--- config.mk ---
export PLATFORM = sky130hd
export DESIGN_NAME = nibble_sample_fifo
export DESIGN_NICKNAME = d
export VERILOG_FILES = /design/src/rtl/nibble_sample_fifo.sv
export SDC_FILE = /design/constraint.sdc
export NUM_CORES = 2
export LEC_CHECK = 0
export BUFFER_PORTS_ARGS = -buffer_cell sky130_fd_sc_hd__clkbuf_2
export CORE_ASPECT_RATIO = 1.75
export CORE_MARGIN = 2
export CORE_UTILIZATION = 30
export CTS_CLUSTER_SIZE = 16
export DETAILED_ROUTE_END_ITERATION = 12
export SYNTH_ARGS = -nofsm -noshare
export SYNTH_HDL_FRONTEND = slang
export SYNTH_SLANG_ARGS = --single-unit
--- constraint.sdc ---
create_clock -name clk -period 4.9 [get_ports clk]
set_clock_uncertainty 0.1 [all_clocks]
set_input_delay 0.49 -clock clk [delete_from_list [all_inputs] [get_ports clk]]
set_output_delay 0.49 -clock clk [all_outputs]
set_load 0.01 [all_outputs]
--- src/rtl/nibble_sample_fifo.sv ---
module nibble_sample_fifo #(
  parameter int DEPTH    = 128,
  parameter int THR_STEP = 16
) (
  input  logic        clk,
  input  logic        rst_n,
  input  logic        cfg_wr,
  input  logic [7:0]  cfg_data,
  input  logic        mode_play,
  input  logic        chan_rst,
  input  logic        wr_en,
  input  logic [7:0]  wr_data,
  input  logic        rd_req,
  output logic        smp_valid,
  output logic [11:0] smp_out,
  output logic        empty,
  output logic        full,
  output logic        overflow,
  output logic        req,
  output logic        irq
);
  localparam int AW = $clog2(DEPTH);
  localparam int CW = AW + 1;
  localparam int TW = CW + 4;

  logic [7:0]    mem [DEPTH];
  logic [AW-1:0] wp, rp;
  logic [CW-1:0] cnt;
  logic          ph;
  logic [1:0]    fmt_q;
  logic [2:0]    thr_q;
  logic          msk_q;
  logic          chan_q;

  logic          flush, wr_ok, rd_ok;
  logic [2:0]    need, adv;
  logic [CW:0]   avail;
  logic [23:0]   win, sh;
  logic [11:0]   sample;
  logic [TW-1:0] free_b, thr_b;

  assign flush  = chan_q & ~chan_rst;
  assign empty  = (cnt == '0);
  assign full   = (cnt == CW'(DEPTH));
  assign need   = (fmt_q == 2'd3) ? 3'd1 : {1'b0, fmt_q} + 3'd2;
  assign avail  = {cnt, 1'b0} - (CW+1)'(ph);
  assign wr_ok  = wr_en & ~full & ~flush;
  assign rd_ok  = rd_req & ~flush & (avail >= (CW+1)'(need));
  assign adv    = {2'b0, ph} + need;

  assign win    = {mem[rp], mem[rp + AW'(1)], mem[rp + AW'(2)]};
  assign sh     = ph ? {win[19:0], 4'h0} : win;
  assign sample = (need == 3'd1) ? {sh[23:20], 8'h00} :
                  (need == 3'd2) ? {sh[23:16], 4'h0}  : sh[23:12];

  assign free_b = TW'(DEPTH) - TW'(cnt);
  assign thr_b  = (TW'(thr_q) + TW'(1)) * TW'(THR_STEP);
  assign req    = mode_play ? (free_b > thr_b) : (free_b < thr_b);
  assign irq    = req & ~msk_q;

  always_ff @(posedge clk) begin
    if (wr_ok) mem[wp] <= wr_data;
  end

  always_ff @(posedge clk) begin
    if (!rst_n) begin
      wp <= '0; rp <= '0; cnt <= '0; ph <= 1'b0;
      fmt_q <= '0; thr_q <= '0; msk_q <= 1'b0;
      chan_q <= 1'b1; overflow <= 1'b0;
      smp_valid <= 1'b0; smp_out <= '0;
    end else begin
      chan_q    <= chan_rst;
      smp_valid <= rd_req;
      smp_out   <= rd_ok ? sample : 12'h000;
      if (cfg_wr) begin
        fmt_q <= cfg_data[6:5];
        thr_q <= cfg_data[4:2];
        msk_q <= cfg_data[1];
      end
      if (flush) begin
        wp <= '0; rp <= '0; cnt <= '0; ph <= 1'b0;
        overflow <= 1'b0;
      end else begin
        if (wr_en && full) overflow <= 1'b1;
        if (wr_ok) wp <= wp + AW'(1);
        if (rd_ok) begin
          rp <= rp + AW'(adv[2:1]);
          ph <= adv[0];
        end
        cnt <= cnt + CW'(wr_ok) - (rd_ok ? CW'(adv[2:1]) : CW'(0));
      end
    end
  end

  assert_empty_full_excl_R2: assert property (@(posedge clk) disable iff (!rst_n)
    !(empty && full));
  assert_full_write_keeps_R3: assert property (@(posedge clk) disable iff (!rst_n)
    full && wr_en && !rd_req && !flush |=> full && overflow);
  assert_overflow_sticky_R3: assert property (@(posedge clk) disable iff (!rst_n)
    overflow && !flush |=> overflow);
  assert_empty_read_zero_R6: assert property (@(posedge clk) disable iff (!rst_n)
    rd_req && empty && !wr_en |=> smp_out == 12'h000 && empty);
  assert_flush_clears_R10: assert property (@(posedge clk) disable iff (!rst_n)
    flush |=> empty && !overflow);
  assert_valid_pulse_R11: assert property (@(posedge clk) disable iff (!rst_n)
    rd_req |=> smp_valid);
  assert_valid_idle_R11: assert property (@(posedge clk) disable iff (!rst_n)
    !rd_req |=> !smp_valid);
endmodule

==> summary.md <==
| Metric | Value |
|---|---|
| Status | complete, but fails checks |
| Failing checks | max-capacitance violations, max-slew violations |
| Register area share after synthesis | 62.4% |
| Transition time of the tightest slew-check pin | 1.52 ns |
| Worst reg-to-reg setup slack | approximately 0.5 ns |
| Peak clock frequency supported by timing | roughly 230 MHz |
| Sum of negative setup slack | 0 ns |
| Hold buffers post-CTS | 9 |
| Largest net degree at the start of global routing | 109 |
| Post-CTS clock slew at the launch and capture registers of the worst setup and hold paths | roughly 0.070 ns |
| Final clock period utilization by the worst path | between 80 and 90% |
| Worst-Skew Late Latency | 0.70 ns |
| Final critical-path required period | between 4 and 5 ns |
| Global-route wire length before repair | about 230000 µm |
| Signal arrival time at the worst endpoint | between 4 and 5 ns |
| Setup repair after global routing missed its margin | no |
| Area of the core region | 169000 µm² |
| Initial antenna violation count | 2 |
| Reg-to-reg endpoint | cnt[7] |
| Growth of design area from synthesis to finish | 12.6% |
| Number of fill cells | approximately 16000 |
| Warnings from Yosys | 0 |
| Die Footprint | between 150000 and 200000 µm² |
| Post-synthesis cell type count | between 60 and 70 |
| DRC Markers | 0 |
| TritonCTS clock tree | yes |
| Pwr Total | 0.0214 W |
| Async S/R FF share, synth | 0% |
| Peak supply drop | roughly 0.00024 V |
| Main synth FF type | edfxtp_1 |
| Post-CTS setup-driven buffer insertion count | 0 |
| Antenna Violating Nets Remaining | 0 |
| Max-slew violation count | 9 |
| Syn Area/Cell | about 19 µm² |
| Crit path required time | approximately 5.3 ns |
| Synthesized netlist cell count | 2693 |
| Top-level I/O count | 41 |
| Standard-cell rows | 200 |
| Launch point of the worst reg-to-reg path | cnt[0] |
| Cells on worst reg2reg path | 21 |
| CTS resizes | 0 |
| Ratio of cells with drive above 1 in the final layout | 32.5% |
| Final weighted congestion in routability-driven placement | slightly above 0.9 |
| Power Dens Cells | 373 nW/µm² |
| TritonRoute pass-1 iters | 7 |
| Final HPWL DP | about 110000 µm |
| Drt initial violations | 2971 |
| Die width | 316 µm |
| Startpoint of the most critical hold path | wr_en |
| Remaining global-route overflow | 0 |
| Final net count | 2823 |
| Vias in the first global route | 29600 |
| Crit. End Element | flip-flop |
| Number of clock sinks | 1075 |
| Cell Area, Synth | slightly above 50000 µm² |
| Reported max-cap violation count | 1 |
| Worst setup path class | flip-flop to flip-flop |
| Overall track demand over capacity in global routing | 18.8% |
| Starting utilization of the core area | 30.1% |
| Endpoints failing setup | 0 |
| Hold Path Stages | 3 |
| WL final | 164000 µm |
| Routed wire per std cell | 32.3 µm |
| Number of nets produced by synthesis | 2753 |
| CTS buffer count | 92 |
| Via density | between 5 and 6 |
| Total via count after detailed routing | roughly 29000 |
| Largest fanout on the critical path | 7 |
| Depth of the CTS H-tree | 3 |
| Clock root buffer master | clkbuf_16 |
| Min-delay worst type | input pin to flip-flop |
| Deepest clock path buffer count | 3 |
| Static Leakage | 16.8 nW |
| CP startpoint kind | flip-flop |
| I/O Buffers | 38 |
| Number of synthesized flops with an enable pin | approximately 1000 |
| Chip Height | between 500 and 600 µm |
| Total count of hold-check failures in the final report | 0 |
| Number of flip-flops and latches in the synthesized netlist | 1075 |
| Endpoint, Worst Hold | wp[1] |
| Worst slew margin | -1.53% |
==> critical path: stages, from the launching register on <==
cell and delay (ns):
dfxtp_1 0.46, inv_1 0.08, ha_1 0.28, inv_1 0.04, ha_1 0.28, a21o_1 0.16
a21oi_1 0.20, o21ai_0 0.12, a211oi_1 0.43, nor2_1 0.17, and2_1 0.18, ha_1 0.20
inv_1 0.07, ha_1 0.22, a21o_1 0.18, a21oi_1 0.24, o21bai_1 0.10, a21oi_1 0.27
o21bai_1 0.11, a21oi_1 0.19, xnor2_1 0.14, nor2_1 0.05
==> where the power goes <==
part / switching [W] / internal, W / leakage, nW
Combinational: 0.00190 / 0.00160 / 5.69
Sequential: 0.0000678 / 0.0101 / 9.62
Clock: 0.00348 / 0.00426 / 1.51
==> routing by layer <==
metal / up-vias / part of all wire [%] / global-route usage (%)
met1: 15200 / 32 / 19.6
met3: 431 / 6.4 / 2.72
li1: 11400 / - / -
met5: - / 0 / 0
met4: 0 / 8.6 / 13.8
met2: 1501 / 53 / 34.2
==> layout make-up <==
cell class / instances / area, µm² / area share (%)
Sequential cell: 1075 / 31800 / 55.4
Multi-Input combinational cell: 1400 / 18100 / 31.6
Tap cell: 2222 / 2780 / 4.85
Clock buffer: 109 / 2430 / 4.24
Timing Repair Buffer: 167 / 1450 / 2.53
Clock inverter: 62 / 689 / 1.20
Inverter: 27 / 101 / 0.177
Antenna cell: 2 / 5.00 / 0.00873
==> through the flow <==
| stage | hold slack, ns | worst slack, ns | instances | utilization (%) | cell area (µm²) |
|---|---|---|---|---|---|
| floorplan | 0.383 | 0.765 | 2693 | - | 50900 |
| global placement | 0.354 | 0.426 | 4882 | 32.0 | 54100 |
| detailed placement | 0.379 | 0.493 | 4882 | 32.0 | 54100 |
| CTS | 0.0372 | 0.453 | 5062 | 33.9 | 57300 |
| global route | 0.0815 | 0.131 | 5063 | 33.9 | 57400 |
| finish | 0.0580 | 0.500 | 5064 | 33.9 | 57400 |
==> registers in the layout (all words and copies together), names as in the netlist, named ones only <==
name	count
smp_valid	1
thr_q	3
cnt	8
chan_q	1
fmt_q	2
overflow	1
msk_q	1
wp	7
smp_out	12
mem	1024
rp	7
ph	1
==> cell usage after synthesis, types with 10 or more instances <==
master,number,share of area (%)
edfxtp_1,1024,60
mux4_2,581,26
nor2_1,208,1.5
nand2_1,154,1.1
mux2i_1,65,1.3
clkbuf_1,63,0.46
buf_2,60,0.59
dfxtp_1,51,2.0
a21oi_1,49,0.48
nand3_1,48,0.47
buf_4,44,0.65
ha_1,35,0.86
nor2b_1,28,0.34
inv_1,25,0.18
o21ai_0,23,0.23
xnor2_1,22,0.38
a211oi_1,21,0.31
nand4_1,17,0.21
buf_1,12,0.088
buf_6,12,0.27
mux2_2,12,0.27
a22oi_1,11,0.16
xor2_1,11,0.19
o2111ai_1,10,0.17
==> cell families (layout without fill, tap and decap cells) <==
group / Yosys count / count (layout) / share of synthesized area (%)
and+or+nand+nor: 506 / 506 / 4.40
AOI/OAI and AO/OA: 164 / 164 / 2.15
xor gates and xnor gates: 34 / 34 / 0.621
adders and majority gates: 37 / 37 / 0.938
muxes: 659 / 659 / 27.3
buffers and inverters: 218 / 365 / 2.25
DFF: 1075 / 1075 / 62.4
other: 0 / 2 / 0
==> cell usage in the layout (no fill, tap or decap), types with 10 or more instances in the layout <==
master,count
a211oi_1,21
a21oi_1,49
a22oi_1,11
buf_12,20
buf_4,108
bufinv_16,13
clkbuf_1,14
clkbuf_16,95
clkbuf_2,30
clkinv_1,14
clkinv_2,18
dfxtp_1,45
edfxtp_1,1024
ha_1,34
inv_1,25
mux2_2,12
mux2i_1,65
mux4_2,581
nand2_1,154
nand3_1,48
nand4_1,17
nor2_1,207
nor2b_1,28
o2111ai_1,10
o21ai_0,23
xnor2_1,19
==> how the worst max path moves through the flow <==
stage	from	endpoint	slack [ns]	cells after the start
2_1_floorplan	ph	cnt[6]	0.76	25
3_3_place_gp	cnt[0]	cnt[7]	0.43	21
3_5_place_dp	cnt[0]	cnt[7]	0.49	21
4_1_cts	cnt[0]	cnt[7]	0.45	21
5_1_grt	cnt[0]	cnt[6]	0.13	23
6_report	cnt[0]	cnt[7]	0.50	21
(Power assumes the default switching activity.)
